**src/rtl/pmc_pkg.sv**
```systemverilog
package pmc_pkg;

    typedef enum logic [2:0] {
        ST_RUN   = 3'd0,
        ST_HOFF  = 3'd1,
        ST_HON   = 3'd2,
        ST_SLEEP = 3'd3,
        ST_WARM  = 3'd4
    } pmc_state_e;

    typedef enum logic [1:0] {
        WSRC_SYS  = 2'b00,
        WSRC_LIRC = 2'b01,
        WSRC_LXT  = 2'b10,
        WSRC_SYS2 = 2'b11
    } wdt_src_e;

endpackage

```
**src/rtl/pmc_mode_fsm.sv**
```systemverilog
module pmc_mode_fsm
    import pmc_pkg::*;
#(
    parameter int WARM_CYC = 16,
    parameter int HAND_CYC = 2
) (
    input  logic clk,
    input  logic rst_n,
    input  logic slow_sel,
    input  logic halt_req,
    input  logic wake_req,
    input  logic wdt_timeout,
    input  logic hosc_rdy,
    input  logic lxt_rdy,
    output logic halt_take,
    output logic stall,
    output logic hosc_on,
    output logic sel_slow
);
    localparam int MAXC = (WARM_CYC > HAND_CYC) ? WARM_CYC : HAND_CYC;
    localparam int CNT_W = $clog2(MAXC + 1);
    localparam logic [CNT_W-1:0] WARM_LAST = CNT_W'(WARM_CYC - 1);
    localparam logic [CNT_W-1:0] HAND_LAST = CNT_W'(HAND_CYC - 1);

    typedef struct packed {
        pmc_state_e       state;
        logic [CNT_W-1:0] cnt;
        logic             sel;
    } fsm_t;

    fsm_t q, d;
    logic src_rdy;

    always_comb begin
        d         = q;
        halt_take = 1'b0;
        src_rdy   = q.sel ? lxt_rdy : hosc_rdy;
        case (q.state)
            ST_RUN: begin
                if (halt_req) begin
                    halt_take = 1'b1;
                    d.state   = ST_SLEEP;
                end else if (slow_sel != q.sel) begin
                    d.state = ST_HOFF;
                    d.cnt   = '0;
                end
            end
            ST_HOFF: begin
                if (q.cnt == HAND_LAST) begin
                    d.cnt   = '0;
                    d.sel   = ~q.sel;
                    d.state = ST_HON;
                end else begin
                    d.cnt = q.cnt + 1'b1;
                end
            end
            ST_HON: begin
                if (q.cnt == HAND_LAST) begin
                    d.state = ST_RUN;
                end else begin
                    d.cnt = q.cnt + 1'b1;
                end
            end
            ST_SLEEP: begin
                if (wake_req || wdt_timeout) begin
                    d.state = ST_WARM;
                    d.cnt   = '0;
                end
            end
            ST_WARM: begin
                if (src_rdy) begin
                    if (q.cnt == WARM_LAST) begin
                        d.state = ST_RUN;
                    end else begin
                        d.cnt = q.cnt + 1'b1;
                    end
                end
            end
            default: d.state = ST_RUN;
        endcase
    end

    always_ff @(posedge clk or negedge rst_n) begin
        if (!rst_n) begin
            q <= '{state: ST_RUN, cnt: '0, sel: 1'b0};
        end else begin
            q <= d;
        end
    end

    assign stall    = (q.state != ST_RUN);
    assign hosc_on  = (q.state != ST_SLEEP);
    assign sel_slow = q.sel;

endmodule

```
**src/rtl/pmc_flags.sv**
```systemverilog
module pmc_flags (
    input  logic clk,
    input  logic rst_n,
    input  logic halt_take,
    input  logic wdt_timeout,
    input  logic pdf_clr,
    output logic pdf,
    output logic to_flag,
    output logic wdt_clr
);
    typedef struct packed {
        logic pdf;
        logic to;
        logic clr;
    } flg_t;

    flg_t q, d;

    always_comb begin
        d     = q;
        d.clr = halt_take;
        if (halt_take) begin
            d.pdf = 1'b1;
        end else if (pdf_clr) begin
            d.pdf = 1'b0;
        end
        if (wdt_timeout) begin
            d.to = 1'b1;
        end else if (halt_take) begin
            d.to = 1'b0;
        end
    end

    always_ff @(posedge clk or negedge rst_n) begin
        if (!rst_n) begin
            q <= '0;
        end else begin
            q <= d;
        end
    end

    assign pdf     = q.pdf;
    assign to_flag = q.to;
    assign wdt_clr = q.clr;

endmodule

```
**src/rtl/pmc_wdt_gate.sv**
```systemverilog
module pmc_wdt_gate
    import pmc_pkg::*;
(
    input  logic       asleep,
    input  logic [1:0] wdt_src,
    output logic       wdt_run,
    output logic       lirc_en
);
    wdt_src_e src;

    always_comb begin
        src     = wdt_src_e'(wdt_src);
        lirc_en = (src == WSRC_LIRC);
        wdt_run = !(asleep && (src == WSRC_SYS || src == WSRC_SYS2));
    end

endmodule

```
**src/rtl/power_mode_ctl.sv**
```systemverilog
module power_mode_ctl #(
    parameter int WARM_CYC = 16,
    parameter int HAND_CYC = 2
) (
    input  logic       clk,
    input  logic       rst_n,
    input  logic       slow_sel,
    input  logic       halt_req,
    input  logic       wake_req,
    input  logic       wdt_timeout,
    input  logic       pdf_clr,
    input  logic       hosc_rdy,
    input  logic       lxt_rdy,
    input  logic       lxt_cfg,
    input  logic [1:0] wdt_src,
    output logic       hosc_en,
    output logic       lxt_en,
    output logic       lirc_en,
    output logic       clk_sel_slow,
    output logic       core_stall,
    output logic       wdt_clr,
    output logic       wdt_run,
    output logic       pdf,
    output logic       to_flag
);
    logic halt_take;
    logic hosc_on;

    pmc_mode_fsm #(.WARM_CYC(WARM_CYC), .HAND_CYC(HAND_CYC)) u_fsm (
        .clk         (clk),
        .rst_n       (rst_n),
        .slow_sel    (slow_sel),
        .halt_req    (halt_req),
        .wake_req    (wake_req),
        .wdt_timeout (wdt_timeout),
        .hosc_rdy    (hosc_rdy),
        .lxt_rdy     (lxt_rdy),
        .halt_take   (halt_take),
        .stall       (core_stall),
        .hosc_on     (hosc_on),
        .sel_slow    (clk_sel_slow)
    );

    pmc_flags u_flags (
        .clk         (clk),
        .rst_n       (rst_n),
        .halt_take   (halt_take),
        .wdt_timeout (wdt_timeout),
        .pdf_clr     (pdf_clr),
        .pdf         (pdf),
        .to_flag     (to_flag),
        .wdt_clr     (wdt_clr)
    );

    pmc_wdt_gate u_wdt (
        .asleep  (!hosc_on),
        .wdt_src (wdt_src),
        .wdt_run (wdt_run),
        .lirc_en (lirc_en)
    );

    assign hosc_en = hosc_on;
    assign lxt_en  = lxt_cfg;

endmodule

```
**config.mk**
```make
export PLATFORM = sky130hd
export DESIGN_NAME = power_mode_ctl
export DESIGN_NICKNAME = d
export VERILOG_FILES = /design/src/rtl/pmc_pkg.sv /design/src/rtl/pmc_mode_fsm.sv /design/src/rtl/pmc_flags.sv /design/src/rtl/pmc_wdt_gate.sv /design/src/rtl/power_mode_ctl.sv
export SDC_FILE = /design/constraint.sdc
export NUM_CORES = 1
export LEC_CHECK = 0
export BUFFER_PORTS_ARGS = -buffer_cell sky130_fd_sc_hd__clkbuf_2
export CORE_MARGIN = 2
export CORE_UTILIZATION = 45
export CTS_CLUSTER_SIZE = 8
export DETAILED_ROUTE_END_ITERATION = 8
export PLACE_DENSITY = 0.72
export SKIP_CTS_REPAIR_TIMING = 1
export SYNTH_ARGS = -nofsm -noshare
export SYNTH_HDL_FRONTEND = slang
export SYNTH_SLANG_ARGS = --single-unit
export TNS_END_PERCENT = 5
```
**constraint.sdc**
```tcl
create_clock -name clk -period 2.2 [get_ports clk]
set_clock_uncertainty 0.2 [all_clocks]
set_input_delay 0.66 -clock clk [delete_from_list [all_inputs] [get_ports clk]]
set_output_delay 0.66 -clock clk [all_outputs]
set_load 0.005 [all_outputs]
```
# == Word level (Yosys, flattened, before mapping) ==
# Index checks and enable logic that the tools add are counted.
# W data, S select, Z words.
# op_classes
n_addsub,1
n_eq_ne,20
n_mux,20
bitwise,1
reduce_logical,14
# op_table
op,n
$pmux W5 S5,1
$mux W8,3
$mux W5,4
$pmux W3 S5,1
$mux W3,4
$ne A2 B1 Y1 const B,6
$mux W1,7
$reduce_and A7 Y1,1
$eq A3 B2 Y1 const B,2
$ne A2 B2 Y1 const B,3
$ne A3 B2 Y1 const B,2
$reduce_and A6 Y1,1
$add A5 B1 Y5 const B,1
$eq A5 B1 Y1 const B,1
$eq A5 B4 Y1 const B,1
$reduce_bool A5 Y1,1
$reduce_bool A2 Y1,2
$eq A3 B1 Y1 const B,1
$eq A3 B3 Y1 const B,1
$logic_not A3 Y1,1
$reduce_bool A3 Y1,1
$eq A2 B1 Y1 const B,1
$eq A2 B2 Y1 const B,1
$logic_not A1 Y1,2
6 further kinds,7
# word_totals
reg_bits,12
in_bits,12
elab_cells,62

# == Logic depth before layout (Yosys ltp) ==
# Gate-level depths: netlist of the first run.
# logic_depth
ltp_word,4
mapped_depth,6

# == Modules after synthesis ==
# From an unflattened synthesis of the first run, not the netlist that was laid out.
# hier_totals
cells_unflattened,77
area_unflattened_um2,819.5
# modules_own_cells
module,instances,cells_each,area_per_inst_um2,seq_area_each_um2
pmc_mode_fsm,1,65,693.2,225.2
pmc_flags,1,7,95.1,75.1
pmc_wdt_gate,1,3,20.0,0.0
power_mode_ctl,1,2,11.3,0.0

# == Worst setup path after synthesis of the first run ==
# OpenSTA, ideal clock, no wires.
# synth_timing
path_kind,register -> register
start,reg u_fsm.q[1] (netlist name)
end,reg u_fsm.q[2] (netlist name)
setup_ns,0.128
t_arrival_ns,1.851
setup_slack_ns,0.022
stages_incl_launch_ff,7
path_buffers,0
cell_sequence,dfrtp_1 -> ha_1 -> and3_1 -> ha_1 -> or2_1 -> a211oi_2 -> mux2_1
# synth_between
elab_chain_cells,4
# synth_lines
element,line,source
from (decl),pmc_mode_fsm.sv:31,"fsm_t q, d;"
from (signal assigned),pmc_mode_fsm.sv:85,"q <= '{state: ST_RUN, cnt: '0, sel: 1'b0};"
$add A5 B1 Y5,"pmc_mode_fsm.sv:54, pmc_mode_fsm.sv:61, pmc_mode_fsm.sv:75",
$mux W5,pmc_mode_fsm.sv:72,if (q.cnt == WARM_LAST) begin
$mux W8,pmc_mode_fsm.sv:71,if (src_rdy) begin
$pmux W5 S5,pmc_mode_fsm.sv:38,case (q.state)
# Several ways; a longest one is shown, not always the timed one. The select of a mux whose other input is x is not followed.
# A chain may end at the register's enable or synchronous reset.

# == Worst setup path in the final report of the first run ==
# layout_timing
start,reg u_fsm.q[2] (netlist name)
end,reg u_fsm.q[2] (netlist name)
# Same word-level chain as after synthesis.

==> impl_metrics.toml, run 1 <==
[floorplan]
io_pins = 21
rows = 15
fp.dieW_um = 46.2
die_area_um2 = 2130
start_util = 0.469
die_y_um = 46.2
core-area_um2 = 1710

[placement]
place_congestion = 0.767
dpl.hpwl_um = 1340
port_buffers = 18
placed_area_um2 = 945
place_inst = 121

[sta]
slew_viol_final = 0
final.period_utilization = 0.986
rsz0062_at_grt = "true"
setup_viol = 0
worst_slew_pin_slew_ns = 0.455
max_freq_mhz = 461
whs_ns = 0.0615
finalHoldViolations = 0
slew_headroom = 0.696
setup_tns_ns = 0
fin_crit_ns = 2.17

[final_layout]
diodes = 0
area_delta_synth_final_pct = 29.2
final_nets = 118
fin_cells = 125
drive_above_1_share = 0.490
postLayoutCoreUtil = 0.606
final_cell_area_um2 = 1030

[yosys]
ys_types = 36
yosysSeqAreaShare = 0.375
syn_nets = 90
syn_area_um2 = 801
syn_inst = 74
synth_warnings = 0
synth_area_per_cell_um2 = 10.8
yosys_register_bits = 12

[detailed_routing]
drt-pass1-iter-count = 4
post_drt_via_cell_ratio = 5.32
drc = 0
drt-initial-drc-count = 19
vias = 665
wire_per_inst_um = 14.6
drt-total-wl_um = 1830
ant_nets = 0

[worst_setup_path]
r2r_cells = 6
worstSetupPathType = "flop to flop"
r2r-start = "u_fsm.q[2]"
cp-startpoint = "u_fsm.q[2]"
worstSetupEndpointType = "flop"
required_ns = 2.15
regToRegEndpoint = "u_fsm.q[2]"
start_kind = "flop"
arrival_ns = 2.12
path_max_fanout = 4
crit_end = "u_fsm.q[2]"
regToRegSetupSlack_ns = 0.03

[power]
power_leakage_nw = 0.476
sw_frac_of_total = 0.415
seqPwrFrac = 0.310
p_clk_frac = 0.109
p_int_uw = 755
irDropWorstVdd_uv = 564
p_switching_uw = 535
power.density_nw_per_um2 = 1250
p_comb_frac = 0.581

[clock_network]
clockBufferDepth = 2
clkLatencyLatePin_ns = 0.28
cts_tree = "yes"
cts_sinks = 12
root_buffer = "clkbuf_4"
cts_made_buffers = 3
htree_levels = 1
cts.clk_slew.worst_paths_ns = 0.08

[global_route]
overflow = 0
grt_pass1_vias = 595
grt_max_degree = 13
antenna_found_initial = 0
grt_pass1_wl_um = 2560
grt_usage = 0.175

[status]
outcome = "complete, no violations"

[job]
max_cap_violations = 0

[worst_hold_path]
hp-class = "input port to asynchronous set/reset pin"
-- layer usage --
layer | vias up | track usage | wire length [um]
met5 | - | 0 | 0
met4 | 0 | 0.0857 | 17
met3 | 4 | 0.0353 | 82
met2 | 22 | 0.289 | 936
met1 | 320 | 0.213 | 793
li1 | 319 | - | -
-- area by class of cell --
cell class,count,area (um^2)
tap,25,31.3
clock buffer,3,22.5
multi-input combinational,50,494
timing repair buffer,26,150
fill,155,673
sequential,12,303
inverter,9,33.8
-- how the worst min path moves through the flow --
stage	to	from	slack, ns
4_1_cts	u_fsm.q[7]	rst_n	0.08
5_1_grt	u_flags.to_flag	rst_n	0.08
3_5_place_dp	u_flags.to_flag	u_flags.to_flag	0.31
6_report	u_flags.to_flag	rst_n	0.06
3_3_place_gp	u_flags.to_flag	u_flags.to_flag	0.26
2_1_floorplan	u_flags.pdf	rst_n	0.16
-- power groups by stage --
stage	clock network (mW)	registers (mW)	logic, mW
final	0.140	0.400	0.750
after global routing	0.156	0.411	0.813
after CTS	0.139	0.384	0.684
after detailed placement	0	0.388	0.681
after global placement	0	0.384	0.666
after floorplan	0	0.363	0.487
-- state kept, by name (all words and copies together) (netlist names) --
register,flops
u_fsm.sel_slow,1
u_flags.pdf,1
u_flags.to_flag,1
u_flags.wdt_clr,1
u_fsm.q,8
-- synthesized netlist by cell type --
library cell / number / share of area
a2111o_1: 1 / 0.014
a211oi_2: 2 / 0.031
a21o_1: 1 / 0.0094
a31o_1: 1 / 0.011
a32oi_1: 1 / 0.011
and3_1: 1 / 0.0078
buf_4: 1 / 0.0094
buf_6: 2 / 0.028
dfrtp_1: 12 / 0.38
ha_1: 4 / 0.063
inv_1: 8 / 0.038
inv_2: 1 / 0.0047
mux2_1: 4 / 0.056
mux2_2: 1 / 0.014
mux2i_1: 2 / 0.025
nand2_1: 2 / 0.0094
nand2b_1: 3 / 0.023
nand3_1: 2 / 0.013
nor2_1: 3 / 0.014
nor2b_1: 2 / 0.016
nor3_1: 2 / 0.013
nor3b_2: 1 / 0.016
nor4b_1: 1 / 0.011
nor4b_2: 1 / 0.019
o211ai_2: 1 / 0.016
o21a_1: 1 / 0.0094
o21ai_0: 2 / 0.013
o221a_1: 1 / 0.014
o221ai_1: 2 / 0.022
o32ai_1: 1 / 0.011
o32ai_2: 1 / 0.020
or2_1: 1 / 0.0078
or3b_1: 1 / 0.011
or3b_4: 1 / 0.014
xnor2_1: 2 / 0.022
xor2_1: 1 / 0.011
-- through the flow --
| step | total power, mW | setup WS, ns |
|---|---|---|
| 6_report | 1.29 | 0.0317 |
| 5_1_grt | 1.38 | -0.0385 |
| 4_1_cts | 1.21 | -0.0451 |
| 3_5_place_dp | 1.07 | -0.0290 |
| 3_3_place_gp | 1.05 | 0.0261 |
| 2_1_floorplan | 0.850 | 0.0219 |
-- critical path, cell delays in order, from the launching register on --
cell and delay [ns]:
dfrtp_1 0.41, ha_2 0.20, and3_4 0.19, ha_4 0.15
or2_4 0.25, a211oi_4 0.32, mux2_4 0.33
-- placed cells by master (no fill, tap or decap), types with 2 or more instances in the layout --
cell and count:
xnor2_1 2, ha_1 2, dfrtp_2 2, buf_4 8, o21ai_0 2, mux2_1 2, inv_2 2, clkbuf_4 3
inv_1 7, nor2_1 3, nor2b_1 2, nand2_1 2, clkbuf_2 18, nand2b_1 3, mux2i_1 2, nand3_1 2
mux2_4 2, dfrtp_1 10
-- kinds of logic after synthesis --
group | count (synthesis) | share of synthesized area
fa+ha+maj | 4 | 0.0625
compound gates | 15 | 0.181
simple gates | 21 | 0.173
xor+xnor | 3 | 0.0328
mux | 7 | 0.0953
buf+inv | 12 | 0.0797
flops | 12 | 0.375
(Power assumes the default switching activity.)
==> run 2, diff against run 1 <==
--- a/config.mk
+++ b/config.mk
@@ -7,12 +7,13 @@
 export LEC_CHECK = 0
 export BUFFER_PORTS_ARGS = -buffer_cell sky130_fd_sc_hd__clkbuf_2
 export CORE_MARGIN = 2
-export CORE_UTILIZATION = 45
+export CORE_UTILIZATION = 46
 export CTS_CLUSTER_SIZE = 8
 export DETAILED_ROUTE_END_ITERATION = 8
-export PLACE_DENSITY = 0.72
+export PLACE_DENSITY = 0.74
 export SKIP_CTS_REPAIR_TIMING = 1
 export SYNTH_ARGS = -nofsm -noshare
 export SYNTH_HDL_FRONTEND = slang
+export SYNTH_HIERARCHICAL = 1
 export SYNTH_SLANG_ARGS = --single-unit
 export TNS_END_PERCENT = 5
==> run 2 against run 1 <==
  * The run now ends with setup timing left
  * Worst hold slack gained 0.0084 ns
  * Routed wire length grew 1.7%
  * Flip-flop and latch count is the same
  * Via count grew 5.7%
  * Sequential share of layout area shrank 1.4 points
  * Utilization grew 2.4 points
  * Area after synthesis grew 2.3%
  * Maximum frequency shrank 4.7%
  * First-iteration DRC count shrank 16%
  * Critical path type unchanged
  * Critical endpoint is now u_fsm/q[2]
  * Largest power group unchanged
==> impl_metrics.toml, run 2 <==
[floorplan]
core-area_um2 = 1710
io_pins = 21
start_util = 0.480
die_area_um2 = 2140
rows = 15
die_y_um = 46.2
fp.dieW_um = 46.2

[yosys]
synth_area_leaders = "dfrtp_1 37%, ha_1 6.1%, o2bb2ai_1 4.3%"
yosys.area.top_type_share = 0.366
syn_inst = 77
synth_ff_type = "dfrtp_1"
syn_nets = 93
synth_area_per_cell_um2 = 10.6
synth_warnings = 6
postSynth.asyncResetShare = 1.00
synth-edff-count = 0
netlist_top_cells_count = "12 x dfrtp_1, 9 x inv_1, 6 x nor2_1"
yosys.area.top_type = "dfrtp_1"
yosysSeqAreaShare = 0.366
yosysMostFrequentCell = "dfrtp_1"
yosys_register_bits = 12
syn_area_um2 = 820
ys_types = 34

[sta]
max_freq_mhz = 439
final.period_utilization = 1.03
whs_ns = 0.0699
finalHoldViolations = 0
worst_slew_pin_slew_ns = 0.349
slew_viol_final = 0
setup_viol = 2
fin_crit_ns = 2.28
slew_headroom = 0.767
fin_ws_ns = -0.0754
rsz0062_at_grt = "true"

[global_route]
grt_usage = 0.193
antenna_found_initial = 0
overflow = 0
grt_pass1_wl_um = 2860
grt_max_degree = 13
grt_pass1_vias = 681

[final_layout]
area_delta_synth_final_pct = 31.3
mostFrequentLayoutCells = "18 x clkbuf_2, 12 x dfrtp_1, 11 x buf_4, 9 x inv_1, 6 x nor2_1"
diodes = 0
final_common_cell = "clkbuf_2"
final_cell_area_um2 = 1080
fill_cells = 146
drive_above_1_share = 0.481
largest_reg_flops = 8
fin_cells = 131
final_nets = 124
regMostFlops = "u_fsm/q"

[status]
outcome = "finished, violations left"
violations = "setup timing"

[detailed_routing]
drt-pass1-iter-count = 4
drt-total-wl_um = 1860
post_drt_via_cell_ratio = 5.37
drt-initial-drc-count = 16
ant_nets = 0
vias = 703
wire_per_inst_um = 14.2
drc = 0

[placement]
port_buffers = 18
place_congestion = 0.845
dpl.hpwl_um = 1390
placed_area_um2 = 987
place_inst = 126
dp_slack_ns = -0.0656

[worst_setup_path]
required_ns = 2.16
worstSetupPathType = "flop to flop"
worstSetupEndpointType = "flop"
path_max_fanout = 3
start_kind = "flop"
arrival_ns = 2.23

[clock_network]
root_buffer = "clkbuf_4"
cts_tree = "yes"
htree_levels = 1
cts_made_buffers = 3
clockBufferDepth = 2
cts_sinks = 12
clkLatencyLatePin_ns = 0.27
cts.clk_slew.worst_paths_ns = 0.07

[job]
max_cap_violations = 0

[power]
p_total_mw = 1.38
irDropWorstVdd_uv = 630
power.density_nw_per_um2 = 1280
power_leakage_nw = 0.519

[worst_hold_path]
hp-class = "input port to asynchronous set/reset pin"
## run 2: through the flow
stage / utilization / TNS (ns)
finish: 0.630 / -0.148
global route: 0.630 / -0.605
CTS: 0.591 / -0.403
detailed placement: 0.578 / -0.182
global placement: 0.578 / 0
floorplan: - / -0.110
## run 2: critical path, cell delays in order (launching register included)
cell and delay, ns:
dfrtp_1 0.39, ha_2 0.19, and3_4 0.16, ha_4 0.15, or3_4 0.33, a32oi_2 0.20, and3_4 0.24, mux2_4 0.30
## run 2: layer usage
metal / GRT usage / vias up / wire length, um
met1: 0.235 / 334 / 764
met4: 0.0857 / 0 / 23
met5: 0 / - / 0
li1: - / 336 / -
met2: 0.328 / 27 / 992
met3: 0.0353 / 6 / 81
## run 2: worst paths after layout
check | to | slack (ns) | startpoint | cells past startpoint
max in group asynchronous | u_flags/wdt_clr | 1.48 | rst_n | 1
max reg2reg | u_fsm/q[2] | -0.08 | u_fsm/q[1] | 7
max | u_fsm/q[2] | -0.08 | u_fsm/q[1] | 7
min reg2reg | u_flags/to_flag | 0.30 | u_flags/to_flag | 1
min in group clk | u_flags/to_flag | 0.30 | u_flags/to_flag | 1
min | u_fsm/q[5] | 0.07 | rst_n | 1
## run 2: final cells by class
| cell class | count | area [um^2] | share of cell area |
|---|---|---|---|
| sequential | 12 | 300 | 0.279 |
| tap | 25 | 31.3 | 0.0291 |
| multi-input combinational | 53 | 515 | 0.479 |
| inverter | 9 | 33.8 | 0.0314 |
| timing repair buffer | 29 | 173 | 0.160 |
| clock buffer | 3 | 22.5 | 0.0209 |
## run 2: cells by family after synthesis
kind of cell / synth area share
and+or+nand+nor: 0.234
adders and majority gates: 0.0611
muxes: 0.0733
buffers and inverters: 0.0702
AOI/OAI and AO/OA: 0.163
DFF: 0.366
xor gates and xnor gates: 0.0321
## run 2: power breakdown
part | switching [mW] | total, mW | internal [mW]
sequential | 0.0884 | 0.381 | 0.292
combinational | 0.413 | 0.867 | 0.455
clock | 0.0680 | 0.131 | 0.0633
total | 0.569 | 1.38 | 0.810
